### config.mk
export PLATFORM = sky130hd
export DESIGN_NAME = ring_bracket_eval
export DESIGN_NICKNAME = d
export VERILOG_FILES = /design/src/rtl/ring_pkg.sv /design/src/rtl/ring_bracket_eval.sv
export SDC_FILE = /design/constraint.sdc
export NUM_CORES = 1
export LEC_CHECK = 0
export ABC_CLOCK_PERIOD_IN_PS = 3600
export BUFFER_PORTS_ARGS = -buffer_cell sky130_fd_sc_hd__clkbuf_2
export CORE_AREA = 2 2 39 41
export DETAILED_ROUTE_END_ITERATION = 16
export DIE_AREA = 0 0 41 43
export GPL_TIMING_DRIVEN = 0
export PLACE_DENSITY = 0.5
export SYNTH_ARGS = -nofsm -noshare
export SYNTH_HDL_FRONTEND = slang
export SYNTH_SLANG_ARGS = --single-unit
export TNS_END_PERCENT = 10
### constraint.sdc
create_clock -name vclk -period 3.6
set_clock_uncertainty 0.2 [all_clocks]
set_input_delay 0.36 -clock vclk [all_inputs]
set_output_delay 0.36 -clock vclk [all_outputs]
set_load 0.05 [all_outputs]
### src/rtl/ring_pkg.sv
// Package: shared encodings for the ring bracket checker.
// Assumes rings are small unsigned numbers with 0 the most privileged.
package ring_pkg;

    localparam int RING_W = 3;
    localparam int KIND_W = 2;
    localparam int CAUSE_W = 3;

    typedef enum logic [KIND_W-1:0] {
        ACC_READ  = 2'd0,
        ACC_WRITE = 2'd1,
        ACC_FETCH = 2'd2,
        ACC_BAD   = 2'd3
    } acc_kind_e;

    typedef enum logic [CAUSE_W-1:0] {
        CAUSE_NONE     = 3'd0,
        CAUSE_READ_BR  = 3'd1,
        CAUSE_WRITE_BR = 3'd2,
        CAUSE_EXEC_BR  = 3'd3,
        CAUSE_FLAG_OFF = 3'd4,
        CAUSE_MALFORM  = 3'd5,
        CAUSE_BAD_KIND = 3'd6
    } cause_e;

endpackage

### src/rtl/ring_bracket_eval.sv
// Module: ring_bracket_eval
// Builds one bracket lane per legal access kind (low bound, high bound,
// enable flag) and selects the lane named by the access kind. Assumes the
// descriptor ordering is checked elsewhere; an illegal kind grants nothing.
module ring_bracket_eval
    import ring_pkg::*;
#(
    parameter int RING_W = 3
) (
    input  logic [RING_W-1:0] wr_top,
    input  logic [RING_W-1:0] rd_top,
    input  logic [RING_W-1:0] val_ring,
    input  logic              rd_en,
    input  logic              wr_en,
    input  logic              ex_en,
    input  logic [1:0]        acc_kind,
    output logic              kind_ok,
    output logic              flag_ok,
    output logic              bracket_ok,
    output logic              grant
);

    localparam int LANES = 3;

    logic [RING_W-1:0] lane_lo [LANES];
    logic [RING_W-1:0] lane_hi [LANES];
    logic [LANES-1:0]  lane_en;
    logic [LANES-1:0]  lane_in;

    // Purpose: lane 0 read (0..rd_top), lane 1 write (0..wr_top),
    // lane 2 fetch (wr_top..rd_top, floor shared with the write top).
    always_comb begin
        lane_lo[0] = '0;
        lane_hi[0] = rd_top;
        lane_en[0] = rd_en;
        lane_lo[1] = '0;
        lane_hi[1] = wr_top;
        lane_en[1] = wr_en;
        lane_lo[2] = wr_top;
        lane_hi[2] = rd_top;
        lane_en[2] = ex_en;
    end

    for (genvar k = 0; k < LANES; k++) begin : g_lane
        // Purpose: range test of the validation ring against lane k.
        always_comb begin
            lane_in[k] = (val_ring >= lane_lo[k]) && (val_ring <= lane_hi[k]);
        end
    end

    // Purpose: pick the lane selected by the access kind.
    always_comb begin
        kind_ok    = 1'b1;
        flag_ok    = 1'b0;
        bracket_ok = 1'b0;
        case (acc_kind_e'(acc_kind))
            ACC_READ: begin
                flag_ok    = lane_en[0];
                bracket_ok = lane_in[0];
            end
            ACC_WRITE: begin
                flag_ok    = lane_en[1];
                bracket_ok = lane_in[1];
            end
            ACC_FETCH: begin
                flag_ok    = lane_en[2];
                bracket_ok = lane_in[2];
            end
            default: kind_ok = 1'b0;
        endcase
        grant = kind_ok && flag_ok && bracket_ok;
    end

endmodule

==> qor.yml, run 1 <==
switching_power_w: 0.0000324
synth.area.top_cells: "ha_1 (36%), inv_1 (11%), nand3b_1 (7.2%)"
syn-mean-instance-area_um2: 7.21
die_area_um2: 1760
post_cts_buffers: 0
finalSetupTns_ns: 0
port-buffer-count: 18
fin_crit_sh: 0.636
combPwrFrac: 1.000
clock_buffers: 0
timing.fmax_mhz: 437
crit_path_start_kind: "input port"
yosys_warnings: 0
synthesis.area_um2: 209
fin_nets: 69
cp.required_ns: 3.04
cts_resized: 0
hp-class: "in -> out"
ir_worst_vdd_uv: 45.5
power_w: 0.0000514
dp_hpwl_um: 446
grt_pass1_wl_um: 834
antenna_found_initial: 0
worstMarginPinSlew_ns: 0.293
initial_utilization: 0.151
final_common_cell: "clkbuf_2"
setup_viol: 0
endpoint_kind: "output port"
yosysSeqAreaShare: 0
multiInputGateArea_um2: 186
worstPathCellList: "clkbuf_2, inv_1, ha_1, nand3b_1, a31oi_1, nor2b_1, nor4b_2, clkbuf_2"
outcome: "completed"
core_area_um2: 1380
seq_cells: 0
drtIter0Drc: 0
std_cell_rows: 14
gr-total-overflow: 0
hold_buffers: 0
p_per_area_nw_per_um2: 161
critPathMaxStageDelay_ns: 0.32
crit_path_max_fanout: 3
antenna_left: 0
rsz0062_at_grt: "no"
drt-vias-per-instance: 3.90
drive_gt1_frac: 0.426
drt_wl_total_um: 466
cpMaxStageDelayCell: "clkbuf_2"
cap_violations: 0
syn_nets: 49
dpl.cell_count: 63
routed-via-count: 246
final-hold-violation-count: 0
gp_congestion: 0.581
power_frac_seq: 0
maxSlewViolCount: 0
regArea_um2: 0
die_x_um: 41
finalCriticalPeriod_ns: 2.29
sw_frac_of_total: 0.630
final_cells: 63
die_y_um: 43
antennaDiodeCount: 0
drc: 0
grt_max_degree: 7
yosys.area.top_type: "ha_1"
p_leak_nw: 0.186
critPathKind: "in -> out"
clkPwrFrac: 0
relSlewSlack: 0.803
synth_cell_types: 14
worst_ep_arrival_time_ns: 1.73
grt_pass1_vias: 231
syn_inst: 29
internal-power_w: 0.0000190
wl_per_cell_um: 7.40
track_usage: 0.0619
drtPass1Iterations: 1
crit_top_cell: "clkbuf_2"
layout_common_cells: "clkbuf_2 (18), inv_1 (6), ha_1 (6)"
netlist.area_leader.share: 0.359
io_pins: 18
fill_cells: 160
syn_to_final_growth_pct: 52.7
[synth_stat cells]
library cell and n:
ha_1 6, inv_1 6, a21oi_1 2, nand2_1 2, nand3_1 2, nand3b_1 2, nor3_1 2, a211oi_1 1
a31oi_1 1, mux2i_1 1, nor2b_1 1, nor4b_2 1, o21ai_0 1, o21ai_2 1
[final timing paths]
path                   to  slack, ns  cells after the start        start
setup / recovery    grant       1.31                      8    wr_top[2]
hold / removal    kind_ok       0.92                      3  acc_kind[1]
[through the flow]
step	hold WS (ns)	setup slack [ns]	instance area, um2	util
after floorplan	0.686	0.937	209	-
after global placement	0.922	1.34	319	0.231
after detailed placement	0.925	1.31	319	0.231
after CTS	0.928	1.30	319	0.231
after global routing	0.971	1.17	319	0.231
final	0.922	1.31	319	0.231
[power groups by stage]
stage                     registers, W  clock network [W]   logic, W
final                                0                  0  0.0000514
after global routing                 0                  0  0.0000586
after CTS                            0                  0  0.0000520
after detailed placement             0                  0  0.0000517
after global placement               0                  0  0.0000513
after floorplan                      0                  0  0.0000355
[critical path: cells and delay by family]
kind	cells	cell delay, ns
buf+inv	3	0.42
compound gates	1	0.17
fa+ha+maj	1	0.31
simple gates	3	0.47
[kinds of logic (layout without fill, tap and decap cells)]
logic type | after synthesis | count (layout) | share of synthesized area
AO/OA/AOI/OAI | 6 | 6 | 0.180
adder cells (fa/ha/maj) | 6 | 6 | 0.359
buffers and inverters | 6 | 24 | 0.108
multiplexers | 1 | 1 | 0.0479
AND/OR/NAND/NOR | 10 | 10 | 0.305
[layout make-up]
type               count  share of cell area
repair buffers        18               0.282
well taps             16              0.0627
multi-input cells     23               0.584
inverters              6              0.0706
[per-layer routing]
layer,up-vias,track usage,share of wire
li1,141,-,-
met1,91,0.0918,0.52
met2,14,0.103,0.39
met3,0,0,0.097
met4,0,0,0
met5,-,0,0
Note: power is estimated with default switching activity, not from simulation.
==> run 2, diff against run 1 <==
--- a/config.mk
+++ b/config.mk
@@ -5,7 +5,7 @@
 export SDC_FILE = /design/constraint.sdc
 export NUM_CORES = 1
 export LEC_CHECK = 0
-export ABC_CLOCK_PERIOD_IN_PS = 3600
+export ABC_CLOCK_PERIOD_IN_PS = 2150
 export BUFFER_PORTS_ARGS = -buffer_cell sky130_fd_sc_hd__clkbuf_2
 export CORE_AREA = 2 2 39 41
 export DETAILED_ROUTE_END_ITERATION = 16
==> constraint.sdc (replaced) <==
create_clock -name vclk -period 2.15
set_clock_uncertainty 0.2 [all_clocks]
set_input_delay 0.215 -clock vclk [all_inputs]
set_output_delay 0.215 -clock vclk [all_outputs]
set_load 0.05 [all_outputs]
==> qor.yml, run 2 (synthesis results as in run 1) <==
p_per_area_nw_per_um2: 269
gr-total-overflow: 0
critPathKind: "in -> out"
final_common_cell: "clkbuf_2"
antenna_found_initial: 0
final_util: 0.234
drt-vias-per-instance: 3.94
rsz0062_at_grt: "no"
io_pins: 18
antennaDiodeCount: 0
cpMaxStageDelayCell: "clkbuf_2"
initial_utilization: 0.151
outcome: "completed"
ir_worst_vdd_uv: 76.3
crit_family: "simple AND/OR/NAND/NOR gates"
worst_ep_arrival_time_ns: 1.57
cp.required_ns: 1.74
post_cts_buffers: 0
dp_hpwl_um: 434
antenna_left: 0
worstMarginPinSlew_ns: 0.350
hold_buffers: 0
layout_common_cells: "clkbuf_2 (18), inv_1 (6), ha_1 (6)"
setup_viol: 0
critPathMaxStageDelay_ns: 0.31
clock_buffers: 0
drive_gt1_frac: 0.447
die_x_um: 41
fin_crit_sh: 0.924
endpoint_kind: "output port"
routed-via-count: 248
relSlewSlack: 0.765
syn_to_final_growth_pct: 55.1
hp-class: "in -> out"
grt_max_degree: 7
regArea_um2: 0
timing.fmax_mhz: 503
cap_violations: 0
track_usage: 0.0440
drc: 0
gp_congestion: 0.590
fin_ws_ns: 0.163
worstPathCellList: "clkbuf_2, inv_1, ha_1, nand3b_1, a31oi_1, nor2b_1, nor4b_2, clkbuf_2"
finalSetupTns_ns: 0
drt_wl_total_um: 458
maxSlewViolCount: 0
fin_nets: 69
crit_path_start_kind: "input port"
std_cell_rows: 14
drtIter0Drc: 0
crit_buf_inv: 3
grt_pass1_vias: 161
finalCriticalPeriod_ns: 1.99
wl_per_cell_um: 7.27
fill_cells: 155
drtPass1Iterations: 1
grt_pass1_wl_um: 586
die_y_um: 43
port-buffer-count: 18
cts_resized: 0
multiInputGateArea_um2: 191
p_leak_nw: 0.187
place_worst_setup_slack_ns: 0.149
die_area_um2: 1760
crit_top_cell: "clkbuf_2"
crit_path_max_fanout: 3
seq_cells: 0
power_w: 0.0000871
final-hold-violation-count: 0
core_area_um2: 1380
run 2: through the flow:
stage          hold WS, ns  instances  area (um2)
2_1_floorplan        0.396         29         214
3_3_place_gp         0.632         63         324
3_5_place_dp         0.636         63         324
4_1_cts              0.638         63         324
5_1_grt              0.673         63         324
6_report             0.638         63         324
run 2: cell type report:
cell class                      instances  share of cell area
Inverter                                6              0.0695
Timing Repair Buffer                   18               0.278
Tap cell                               16              0.0618
Multi-Input combinational cell         23               0.591
run 2: worst paths after layout:
check                  to         from  cells after the start
setup / recovery    grant    wr_top[2]                      8
hold / removal    kind_ok  acc_kind[1]                      3
run 2: routing by layer:
| metal | up-vias | track usage | routed length [um] |
|---|---|---|---|
| li1 | 141 | - | - |
| met1 | 92 | 0.0759 | 218 |
| met2 | 15 | 0.0625 | 163 |
| met3 | 0 | 0 | 76 |
| met4 | 0 | 0 | 0 |
| met5 | - | 0 | 0 |
run 2: power by group:
part | leakage, nW | switching (W) | total [W] | internal (W)
sequential | 0 | 0 | 0 | 0
combinational | 0.187 | 0.0000548 | 0.0000871 | 0.0000323
clock | 0 | 0 | 0 | 0
